==> src/rtl/pwr_seq_pkg.sv <==
package pwr_seq_pkg;

    typedef enum logic [3:0] {
        SQ_OFF,
        SQ_UP1,
        SQ_GAP2,
        SQ_UP2,
        SQ_RSTDLY,
        SQ_WIN,
        SQ_ON,
        SQ_DROP,
        SQ_DN2,
        SQ_DN1
    } seq_state_e;

    function automatic int unsigned max2(int unsigned a, int unsigned b);
        return (a > b) ? a : b;
    endfunction

endpackage

==> src/rtl/pwr_key_filter.sv <==
module pwr_key_filter #(
    parameter int unsigned DEB_CYC = 32000
) (
    input  logic clk,
    input  logic rst,
    input  logic key_in,
    output logic key_held
);
    localparam int unsigned FW = $clog2(DEB_CYC + 1);
    localparam logic [FW-1:0] FULL = FW'(DEB_CYC);

    logic [FW-1:0] cnt_d, cnt_q;

    always_comb begin
        if (!key_in)
            cnt_d = '0;
        else if (cnt_q == FULL)
            cnt_d = cnt_q;
        else
            cnt_d = cnt_q + 1'b1;
    end

    always_ff @(posedge clk) begin
        if (rst) cnt_q <= '0;
        else     cnt_q <= cnt_d;
    end

    assign key_held = (cnt_q == FULL);
endmodule

==> src/rtl/pwr_seq_fsm.sv <==
module pwr_seq_fsm
    import pwr_seq_pkg::*;
#(
    parameter int unsigned EN2_DLY  = 500,
    parameter int unsigned RST_DLY  = 20000,
    parameter int unsigned HOLD_WIN = 500000,
    parameter int unsigned FALL_DLY = 100,
    parameter int unsigned OFF2_DLY = 1000,
    parameter int unsigned OFF1_DLY = 1000
) (
    input  logic clk,
    input  logic rst,
    input  logic key_held,
    input  logic ext_pwr_in,
    input  logic hold_in,
    input  logic pg1_in,
    input  logic pg2_in,
    output logic reg1_en,
    output logic reg2_en,
    output logic sys_rst_n,
    output logic irq_n
);
    localparam int unsigned MAXD = max2(max2(max2(EN2_DLY, RST_DLY), max2(HOLD_WIN, FALL_DLY)),
                                        max2(OFF2_DLY, OFF1_DLY));
    localparam int unsigned CW = $clog2(MAXD + 1);

    typedef struct packed {
        seq_state_e    st;
        logic [CW-1:0] cnt;
        logic          key_prev;
        logic          irq;
    } regs_t;

    regs_t d, q;
    logic [CW-1:0] lim;
    logic done, key_rise;

    always_comb begin
        case (q.st)
            SQ_GAP2:   lim = CW'(EN2_DLY);
            SQ_RSTDLY: lim = CW'(RST_DLY);
            SQ_WIN:    lim = CW'(HOLD_WIN);
            SQ_DROP:   lim = CW'(FALL_DLY);
            SQ_DN2:    lim = CW'(OFF2_DLY);
            SQ_DN1:    lim = CW'(OFF1_DLY);
            default:   lim = CW'(1);
        endcase
        done     = (q.cnt == lim - 1'b1);
        key_rise = key_held && !q.key_prev;

        d          = q;
        d.key_prev = key_held;
        d.irq      = 1'b0;

        case (q.st)
            SQ_OFF: if (ext_pwr_in || key_rise) begin d.st = SQ_UP1; d.cnt = '0; end
            SQ_UP1: if (pg1_in) begin d.st = SQ_GAP2; d.cnt = '0; end
            SQ_GAP2:
                if (done) begin d.st = SQ_UP2; d.cnt = '0; end
                else d.cnt = q.cnt + 1'b1;
            SQ_UP2: if (pg1_in && pg2_in) begin d.st = SQ_RSTDLY; d.cnt = '0; end
            SQ_RSTDLY:
                if (done) begin d.st = SQ_WIN; d.cnt = '0; end
                else d.cnt = q.cnt + 1'b1;
            SQ_WIN:
                if (hold_in) begin d.st = SQ_ON; d.cnt = '0; end
                else if (done) begin d.st = ext_pwr_in ? SQ_ON : SQ_DROP; d.cnt = '0; end
                else d.cnt = q.cnt + 1'b1;
            SQ_ON:
                if (!hold_in && !ext_pwr_in) begin
                    d.st  = SQ_DROP;
                    d.cnt = '0;
                end else if (key_rise) begin
                    d.irq = 1'b1;
                end else begin
                    d.irq = q.irq && key_held;
                end
            SQ_DROP:
                if (done) begin d.st = SQ_DN2; d.cnt = '0; end
                else d.cnt = q.cnt + 1'b1;
            SQ_DN2:
                if (done) begin d.st = SQ_DN1; d.cnt = '0; end
                else d.cnt = q.cnt + 1'b1;
            SQ_DN1:
                if (done) begin d.st = SQ_OFF; d.cnt = '0; end
                else d.cnt = q.cnt + 1'b1;
            default: begin d.st = SQ_OFF; d.cnt = '0; end
        endcase
    end

    always_ff @(posedge clk) begin
        if (rst) q <= '{st: SQ_OFF, cnt: '0, key_prev: 1'b0, irq: 1'b0};
        else     q <= d;
    end

    assign reg1_en   = (q.st != SQ_OFF);
    assign reg2_en   = (q.st inside {SQ_UP2, SQ_RSTDLY, SQ_WIN, SQ_ON, SQ_DROP, SQ_DN2});
    assign sys_rst_n = (q.st inside {SQ_WIN, SQ_ON, SQ_DROP});
    assign irq_n     = !q.irq;
endmodule

==> src/rtl/pwr_seq_ctrl.sv <==
module pwr_seq_ctrl #(
    parameter int unsigned DEB_CYC  = 32000,
    parameter int unsigned EN2_DLY  = 500,
    parameter int unsigned RST_DLY  = 20000,
    parameter int unsigned HOLD_WIN = 500000,
    parameter int unsigned FALL_DLY = 100,
    parameter int unsigned OFF2_DLY = 1000,
    parameter int unsigned OFF1_DLY = 1000
) (
    input  logic clk,
    input  logic rst,
    input  logic key_in,
    input  logic ext_pwr_in,
    input  logic hold_in,
    input  logic pg1_in,
    input  logic pg2_in,
    output logic reg1_en,
    output logic reg2_en,
    output logic sys_rst_n,
    output logic irq_n
);
    logic key_held;

    pwr_key_filter #(.DEB_CYC(DEB_CYC)) u_key (
        .clk      (clk),
        .rst      (rst),
        .key_in   (key_in),
        .key_held (key_held)
    );

    pwr_seq_fsm #(
        .EN2_DLY  (EN2_DLY),
        .RST_DLY  (RST_DLY),
        .HOLD_WIN (HOLD_WIN),
        .FALL_DLY (FALL_DLY),
        .OFF2_DLY (OFF2_DLY),
        .OFF1_DLY (OFF1_DLY)
    ) u_fsm (
        .clk        (clk),
        .rst        (rst),
        .key_held   (key_held),
        .ext_pwr_in (ext_pwr_in),
        .hold_in    (hold_in),
        .pg1_in     (pg1_in),
        .pg2_in     (pg2_in),
        .reg1_en    (reg1_en),
        .reg2_en    (reg2_en),
        .sys_rst_n  (sys_rst_n),
        .irq_n      (irq_n)
    );
endmodule

==> config.mk <==
export PLATFORM = sky130hd
export DESIGN_NAME = pwr_seq_ctrl
export DESIGN_NICKNAME = d
export VERILOG_FILES = /design/src/rtl/pwr_seq_pkg.sv /design/src/rtl/pwr_key_filter.sv /design/src/rtl/pwr_seq_fsm.sv /design/src/rtl/pwr_seq_ctrl.sv
export SDC_FILE = /design/constraint.sdc
export NUM_CORES = 1
export LEC_CHECK = 0
export ABC_AREA = 1
export BUFFER_PORTS_ARGS = -buffer_cell sky130_fd_sc_hd__buf_2
export CAP_MARGIN = 20
export CORE_MARGIN = 2
export CORE_UTILIZATION = 40
export DETAILED_ROUTE_END_ITERATION = 6
export PLACE_DENSITY = 0.62
export SLEW_MARGIN = 20
export SYNTH_ARGS = -nofsm -noshare
export SYNTH_HDL_FRONTEND = slang
export SYNTH_SLANG_ARGS = --single-unit
==> constraint.sdc <==
create_clock -name clk -period 2.25 [get_ports clk]
set_input_delay 0.45 -clock clk [delete_from_list [all_inputs] [get_ports clk]]
set_output_delay 0.45 -clock clk [all_outputs]
set_load 0.05 [all_outputs]
* Yosys cells after proc, flatten, opt, wreduce, memory -nomap -nowiden
Cells that the tools add are included.
** Word-level totals
- Bits in registers :: 40
- Bits of input ports :: 7
- Logic and storage cells :: 65
** Operators by class
- Eq/ne operators :: 21
- Reduce and logical (&&, ||, !) cells :: 18
- Bitwise gates (word level) :: 2
- $add $sub $neg :: 3
- Multiplexer cells :: 16
** Operators by type and width (number)
- $pmux W23 S10 :: 1
- $mux W23 :: 5
- $pmux W19 S5 :: 1
- $mux W4 :: 6
- $add A19 B1 Y19 const B :: 1
- $eq A19 B19 Y1 :: 1
- $mux W19 :: 1
- $sub A19 B1 Y19 const B :: 1
- $eq A4 B3 Y1 const B :: 4
- $ne A2 B1 Y1 const B :: 8
- $add A15 B1 Y15 const B :: 1
- $eq A15 B15 Y1 const B :: 1
- $reduce_and A10 Y1 :: 1
- $eq A4 B2 Y1 const B :: 2
- $eq A4 B4 Y1 const B :: 2
- $reduce_bool A6 Y1 :: 1
- $eq A4 B1 Y1 const B :: 1
- $logic_and A1 B1 Y1 :: 4
- $logic_not A1 Y1 :: 4
- $logic_not A4 Y1 :: 1
- $reduce_and A4 Y1 :: 1
- $reduce_bool A4 Y1 :: 1
- $reduce_or A2 Y1 :: 2
- $ne A3 B2 Y1 const B :: 1
- other kinds (6) :: 8

* Logic depth before layout (Yosys ltp)
Gate-level depths: netlist of run 1.
- Depth in word-level cells :: 8
- Mapped depth :: 14
- Gate-level depth less buffers :: 14

* Hierarchy
From an unflattened synthesis of run 1, not the netlist that was laid out.
** Second synthesis, totals
- Cell total of the unflattened synthesis :: 438
- Area, all modules :: 2733.9 µm²
** By module, submodules not included
- pwr_seq_fsm :: instances 1, cells an instance 302, area each 1870.5 µm²
- pwr_key_filter :: instances 1, cells an instance 136, area each 863.3 µm²

* Worst setup path before layout of run 1
OpenSTA, ideal clock, no wires.
- Path type :: register to register
- From :: reg u_fsm.q[24] (netlist bit)
- To :: reg u_fsm.q[10] (netlist bit)
- Data arrival time :: 1651 ps
- Data required time :: 2172 ps
- Slack :: 521 ps
- Cell stages (with the launch flop) :: 9
- Path through :: dfxtp_1 -> nor2_2 -> nand2_1 -> nor2_1 -> o21ai_0 -> nand2_1 -> buf_2 -> o21ai_0 -> nor3_1
** On the way
- Cells in the longest elaborated chain, start to end :: 8
- Elaborated cells between the ends (all ways) :: 22
- Those cells by class :: add/sub (1); eq/ne (14); mux (4); reduce/logical (3)
** RTL lines
- start, declared :: RTL line pwr_seq_fsm.sv:34 : regs_t d, q;
- start signal, assigned :: RTL line pwr_seq_fsm.sv:92 : if (rst) q <= '{st: SQ_OFF, cnt: '0, key_prev: 1'b0, irq: 1'b0};
- $eq A4 B4 Y1 :: RTL line pwr_seq_fsm.sv:39, pwr_seq_fsm.sv:55
- $reduce_or A2 Y1 (no source line)
- $pmux W19 S5 :: RTL line pwr_seq_fsm.sv:39 : case (q.st)
- $sub A19 B1 Y19 :: RTL line pwr_seq_fsm.sv:48 : done = (q.cnt == lim - 1'b1);
- $eq A19 B19 Y1 :: RTL line pwr_seq_fsm.sv:48
- $mux W19
- $mux W23 :: RTL line pwr_seq_fsm.sv:66 : if (hold_in) begin d.st = SQ_ON; d.cnt = '0; end
- $pmux W23 S10 :: RTL line pwr_seq_fsm.sv:55 : case (q.st)
Several ways; a longest one is shown, not always the timed one.
A chain may end at the register's enable or synchronous reset.

* Final worst setup path of run 1
- From :: reg u_fsm.q[24] (netlist bit)
- To :: out reg2_en
** On the way
- Cells in the longest elaborated chain, start to end :: 2
- Elaborated cells between the ends (all ways) :: 7
- Those cells by class :: eq/ne (6); reduce/logical (1)
** RTL lines
- $eq A4 B2 Y1 (tied with other cells) :: RTL line pwr_seq_fsm.sv:97 : assign reg2_en = (q.st inside {SQ_UP2, SQ_RSTDLY, SQ_WIN, SQ_ON, SQ_DROP, SQ_DN2});
- $reduce_bool A6 Y1 (*) :: RTL line pwr_seq_fsm.sv:97
- end, declared :: RTL line pwr_seq_ctrl.sv:18 : output logic reg2_en,
Every way passes the cells marked *; elsewhere a longest branch is shown, timed or not.

==> results of run 1 <==
layer usage:
metal / wire length (um) / GRT usage, %
met5: 0 / 0
met4: 132 / 7.18
met3: 169 / 2.67
met2: 2810 / 31.1
met1: 3010 / 24.3
worst max-delay path, delay by kind of cell (launching register included):
kind | cells | cell delay (ps)
AND/OR/NAND/NOR | 3 | 440
AO/OA/AOI/OAI | 1 | 150
buffers and inverters | 1 | 250
flip-flops | 1 | 530
state kept, by name, summed over array words and instances, names as in the netlist:
signal,count
u_fsm.q,25
u_key.cnt_q,15
worst max path at each step:
stage	startpoint	end	slack (ps)
after floorplan	u_fsm.q[24]$_SDFFE_PP0P_	u_fsm.q[10]$_SDFFE_PP0P_	520
after detailed placement	hold_in	u_fsm.q[24]$_SDFFE_PP0P_	190
final	u_fsm.q[24]$_SDFFE_PP0P_	reg2_en	140
after global routing	u_fsm.q[5]$_SDFFE_PP0P_	u_fsm.q[16]$_SDFFE_PP0P_	40
after global placement	ext_pwr_in	u_fsm.q[24]$_SDFFE_PP0P_	190
after CTS	u_fsm.q[24]$_SDFFE_PP0P_	reg2_en	130
metrics by stage:
step	utilization (%)	hold WS, ps	cell area, um^2
final	44.5	475	2800
after global placement	42.9	437	2690
after CTS	44.4	460	2790
after global routing	44.5	497	2800
after floorplan	-	419	2560
after detailed placement	42.9	448	2690
Yosys cell counts, types with 3 or more instances:
cell type  count
nor2_2         6
nand2_1       95
nand4_1        9
ha_1           3
nor2_4         4
a21oi_1       37
nand2_2        4
xor2_1         7
inv_1         41
nand3_1       39
nor3_1        10
dfxtp_1       40
o21ai_0       22
buf_2          3
inv_2          6
nor2_1        49
nand3_2        3
power by group:
part | switching [mW] | internal, mW
combinational | 0.894 | 0.387
sequential | 0.0720 | 0.749
clock | 0.261 | 0.248
total | 1.23 | 1.38
kinds of logic after synthesis:
logic type	count (synthesis)
AOI/OAI and AO/OA	68
adders and majority gates	3
buffers and inverters	55
DFF	40
xor gates and xnor gates	8
and+or+nand+nor	228
what timing repair did:
| item | in CTS | in global routing |
|---|---|---|
| hold buffers | 0 | 0 |
| resized for setup | 0 | 3 |
| endpoints found under the setup margin | 0 | 19 |
final cells by class:
type,instances,share of cell area (%)
repair buffers,13,2.60
inverters,48,6.45
flip-flops and latches,40,28.6
clock inverters,2,0.537
multi-input cells,307,55.4
clock buffers,6,2.95
well taps,77,3.45
==> impl_metrics.json, run 1 <==
{
  "status": "finished clean",
  "io_buffers": 10,
  "synth_top_family_by_area": "simple AND/OR/NAND/NOR gates",
  "finalNonFillerCells": 493,
  "crit_path_cell_trace": "nand2_1, nor2_1, a21oi_1, nand2_1, buf_2",
  "worst_ir_drop_vdd_v": 0.000585,
  "flip_flop_and_latch_area_um2": 801,
  "drv_cap": 0,
  "cp_common_cell": "nand2_1",
  "dieHeight_um": 84,
  "setup_viol": 0,
  "worstPathRequired_ps": 1800,
  "leakagePower_nw": 1.05,
  "core.rowCount": 29,
  "tritoncts_buffer_count": 5,
  "mostFrequentLayoutCells": "nand2_1, nor2_1, inv_1",
  "first_pass_iters": 4,
  "floorplan.initialDensity_pct": 40.8,
  "detailedRoute.firstIterationViolations": 172,
  "ios": 11,
  "pwr_density_cell_mw_per_mm2": 934,
  "post_layout_nets": 425,
  "via_count": 2552,
  "path_max_fanout": 6,
  "post_synth_instance_area_mm2": 0.00256,
  "cts_tree": "done",
  "synth_compound_area_share_pct": 14.2,
  "grt_first_pass_wirelength_um": 10800,
  "htreeDepth": 2,
  "worstSetupEndpointType": "output pin",
  "drt-vias-per-instance": 5.18,
  "post-route-drc-count": 0,
  "slew_headroom_pct": 65.8,
  "reg2reg_to": "u_fsm.q[24]$_SDFFE_PP0P_",
  "worst-slew-pin-transition_ps": 509,
  "yosys.area_share.simple_pct": 41.8,
  "fin_crit_sh_pct": 93.8,
  "period_minus_slack_ps": 2110,
  "final_common_cell": "nand2_1",
  "timing.setup.tns_ps": 0,
  "rsz0062_at_grt": "no",
  "postSynthCellCount": 402,
  "synth_sequential_area_ratio_pct": 31.3,
  "register_bit_total_from_synthesis": 40,
  "n_fill_cell": 659,
  "area.growth.synth_to_final_pct": 9.19,
  "ys.flop_type": "dfxtp_1",
  "finalHoldViolations": 0,
  "postSynth.asyncResetShare_pct": 0,
  "min_path_cells": 2,
  "rr_startpoint": "u_fsm.q[24]$_SDFFE_PP0P_",
  "floorplan_die_area_mm2": 0.00706,
  "final.setup_skew_ps": 9.62,
  "place.detailed.hpwl_um": 4690,
  "floorplan_core_area_mm2": 0.00628,
  "setup.worst_path.start_class": "register",
  "critical-path-max-stage-delay_ps": 530,
  "synth_xor_xnor_area_share_pct": 2.74,
  "synth_adder_area_share_pct": 1.47,
  "min_to": "u_key.cnt_q[13]$_SDFFE_PP0N_",
  "pre_cts_ws_ps": 192,
  "chipWidth_um": 84,
  "antenna_violating_nets_post_route": 0,
  "cp.arrival_ps": 1660,
  "cts.path.max_buffers": 2,
  "dp_cells": 485,
  "setup.worst_path.class": "register to output pin",
  "clkSinkCount": 40,
  "netlist_top_cells_area": "dfxtp_1, nand2_1, nand3_1, a21oi_1, nor2_1",
  "post-route-worst-setup-slack_ps": 140,
  "cts.root.buffer_cell": "clkbuf_8",
  "synthMuxAreaShare_pct": 0,
  "total_power_mw": 2.61,
  "worst_r2r_path_depth": 11,
  "total_area_of_multi_input_combinational_cells_mm2": 0.00155,
  "timing_max_transition_violations_final": 0,
  "area_share_of_the_largest_cell_type_after_synthesis_pct": 31.3,
  "hold_path.class": "register to register",
  "synth.lib_cells_used.distinct": 35,
  "route.detailed.wl_per_inst_um": 12.4,
  "first_global_vias": 2357,
  "place_congestion": 0.919,
  "post_synth.cell_area_avg_um2": 6.37,
  "edff_count_synth": 0,
  "slowest_stage_cell_crit_path": "dfxtp_1",
  "wl_um": 6120,
  "worst-r2r-setup-slack_ps": 240,
  "timing.fmax_ghz": 0.474,
  "insertion_delay_ps": 300,
  "post-cts-setup-buffers": 0,
  "fraction_of_final_layout_cells_with_drive_strength_greater_than_1_pct": 12.7,
  "grt-ovfl-total": 0,
  "grt_antenna_before_repair": 0,
  "worst_setup_hold_path_clk_slew_ps": 80,
  "min-delay-start": "u_key.cnt_q[13]$_SDFFE_PP0N_",
  "synth_area_leader_cell": "dfxtp_1",
  "grt_use_total_pct": 18.6,
  "grt_max_degree": 19,
  "synth.net_count": 412,
  "antenna-diode-count": 0,
  "ys_warn_count": 0
}
Power figures use the tool's default switching activity.
==> run 2: changes to the inputs <==
- CTS_BUF_LIST: default -> sky130_fd_sc_hd__clkbuf_8
- PLACE_DENSITY: 0.62 -> default
- PLACE_DENSITY_LB_ADDON: default -> 0.05
==> run 2 against run 1 <==
- global-route usage rose by 0.76 points
- wire length up 7.1%
- via count shrank 0.31%
- maximum frequency rose by 0.81%
- critical path type unchanged
- largest power group unchanged
==> impl_metrics.json, run 2 (synthesis results as in run 1) <==
{
  "timing.setup.tns_ps": 0,
  "seq_power_share_pct": 29.2,
  "min-delay-start": "u_fsm.q[1]$_SDFF_PP0_",
  "ios": 11,
  "leakagePower_nw": 1.08,
  "fin_crit_sh_pct": 93.0,
  "place_congestion": 0.878,
  "floorplan.initialDensity_pct": 40.8,
  "period_minus_slack_ps": 2090,
  "finalNonFillerCells": 494,
  "setup.worst_path.start_class": "register",
  "min_to": "u_fsm.q[0]$_SDFF_PP0_",
  "finalHoldViolations": 0,
  "tritoncts_buffer_count": 5,
  "area.growth.synth_to_final_pct": 10.9,
  "register_ranked_first_by_flip_flop_count": "u_fsm.q",
  "worst_setup_hold_path_clk_slew_ps": 80,
  "grt_antenna_before_repair": 0,
  "worst-slew-pin-transition_ps": 528,
  "cts.path.max_buffers": 2,
  "final.setup_skew_ps": 2.50,
  "cts_tree": "done",
  "path_buf_inv": 1,
  "setup.worst_path.class": "register to output pin",
  "post_layout_nets": 427,
  "slew_headroom_pct": 64.5,
  "fraction_of_final_layout_cells_with_drive_strength_greater_than_1_pct": 12.9,
  "slowest_stage_cell_crit_path": "dfxtp_1",
  "core.rowCount": 29,
  "antenna_violating_nets_post_route": 0,
  "worstPathRequired_ps": 1800,
  "clkSinkCount": 40,
  "comb_power_share_pct": 46.0,
  "final_util_pct": 45.2,
  "post-cts-setup-buffers": 0,
  "worstSetupEndpointType": "output pin",
  "pre_cts_ws_ps": 141,
  "switchingPower_mw": 1.25,
  "critical-path-max-stage-delay_ps": 520,
  "hold_path.class": "register to register",
  "worst_ir_drop_vdd_v": 0.000659,
  "floorplan_core_area_mm2": 0.00628,
  "detailedRoute.firstIterationViolations": 124,
  "clockPowerShare_pct": 24.9,
  "drt-vias-per-instance": 5.15,
  "switching_share_pct": 44.3,
  "insertion_delay_ps": 300,
  "via_count": 2544,
  "cp.arrival_ps": 1640,
  "whs_ps": 451,
  "status": "finished clean",
  "timing_max_transition_violations_final": 0,
  "antenna-diode-count": 0,
  "mostFrequentLayoutCells": "nand2_1, nor2_1, inv_1",
  "dp_cells": 487,
  "worst-r2r-setup-slack_ps": 240,
  "dieHeight_um": 84,
  "grt_use_total_pct": 19.4,
  "place.detailed.hpwl_um": 4970,
  "n_fill_cell": 679,
  "rsz0062_at_grt": "no",
  "biggest_regs": "u_fsm.q: 25 flops, u_key.cnt_q: 15 flops",
  "setup_viol": 0,
  "timing.fmax_ghz": 0.478,
  "grt_first_pass_wirelength_um": 11200,
  "pwr_density_cell_mw_per_mm2": 994,
  "grt_max_degree": 19,
  "route.detailed.wl_per_inst_um": 13.3,
  "wl_um": 6550,
  "first_pass_iters": 4,
  "cp_common_cell": "nand2_1",
  "crit_path_cell_trace": "nand2_1, nor2_1, a21oi_1, nand2_1, buf_2",
  "worst_r2r_path_depth": 11,
  "post-route-drc-count": 0,
  "io_buffers": 10,
  "cts.root.buffer_cell": "clkbuf_8",
  "drv_cap": 0,
  "chipWidth_um": 84,
  "htreeDepth": 2,
  "floorplan_die_area_mm2": 0.00706,
  "grt-ovfl-total": 0,
  "rr_startpoint": "u_fsm.q[24]$_SDFFE_PP0P_",
  "cpLargestDelayFamily": "flip-flops",
  "first_global_vias": 2444,
  "final_common_cell": "nand2_1",
  "post-route-worst-setup-slack_ps": 156,
  "min_path_cells": 1,
  "largest_register_ff_count": 25,
  "power.internal_mw": 1.57,
  "reg2reg_to": "u_fsm.q[22]$_SDFFE_PP0P_",
  "path_max_fanout": 6
}
[run 2: cell count changes in the layout (fill, tap and decap cells not counted)]
cell / change
o21ai_0: +1
buf_4: +2
o21ai_2: -1
dfxtp_1: -1
clkinvlp_4: -2
dfxtp_2: +1
clkbuf_8: -1
bufinv_16: +2
[run 2: timing repair]
item | in CTS | in global routing
gates resized for setup | 0 | 2
setup endpoints to repair | 0 | 4
hold buffers | 0 | 0
[run 2: worst max-delay path by stage]
stage,startpoint,endpoint,slack [ps],depth (start not counted)
floorplan,u_fsm.q[24]$_SDFFE_PP0P_,u_fsm.q[10]$_SDFFE_PP0P_,520,8
global placement,hold_in,u_fsm.q[24]$_SDFFE_PP0P_,210,9
detailed placement,hold_in,u_fsm.q[22]$_SDFFE_PP0P_,140,9
CTS,u_fsm.q[24]$_SDFFE_PP0P_,reg2_en,170,5
global route,u_fsm.q[24]$_SDFFE_PP0P_,u_fsm.q[22]$_SDFFE_PP0P_,20,13
finish,u_fsm.q[24]$_SDFFE_PP0P_,reg2_en,160,5
[run 2: power groups by stage]
stage | sequential [mW] | clock [mW] | combinational [mW]
6_report | 0.824 | 0.701 | 1.30
5_1_grt | 0.833 | 0.738 | 1.46
4_1_cts | 0.821 | 0.715 | 1.30
3_5_place_dp | 0.838 | 0 | 1.30
3_3_place_gp | 0.837 | 0 | 1.30
2_1_floorplan | 0.819 | 0 | 1.05
[run 2: layer usage]
metal | routed length [um] | GRT usage, % | vias to the layer above
li1 | - | - | 1349
met1 | 3140 | 25.1 | 1145
met2 | 3090 | 32.9 | 38
met3 | 224 | 3.36 | 12
met4 | 97 | 6.01 | 0
met5 | 0 | 0 | -
[run 2: cell type report]
| class | instances | area, um^2 | share of cell area, % |
|---|---|---|---|
| Tap cell | 77 | 96.3 | 3.39 |
| Timing Repair Buffer | 15 | 87.6 | 3.09 |
| Clock inverter | 2 | 60.1 | 2.12 |
| Sequential cell | 40 | 802 | 28.3 |
| Multi-Input combinational cell | 307 | 1540 | 54.4 |
| Clock buffer | 5 | 68.8 | 2.42 |
| Inverter | 48 | 180 | 6.35 |
[run 2: stage by stage]
step | power (mW) | instance area (um^2)
after floorplan | 1.87 | 2560
after global placement | 2.14 | 2710
after detailed placement | 2.14 | 2710
after CTS | 2.84 | 2840
after global routing | 3.03 | 2840
final | 2.82 | 2840
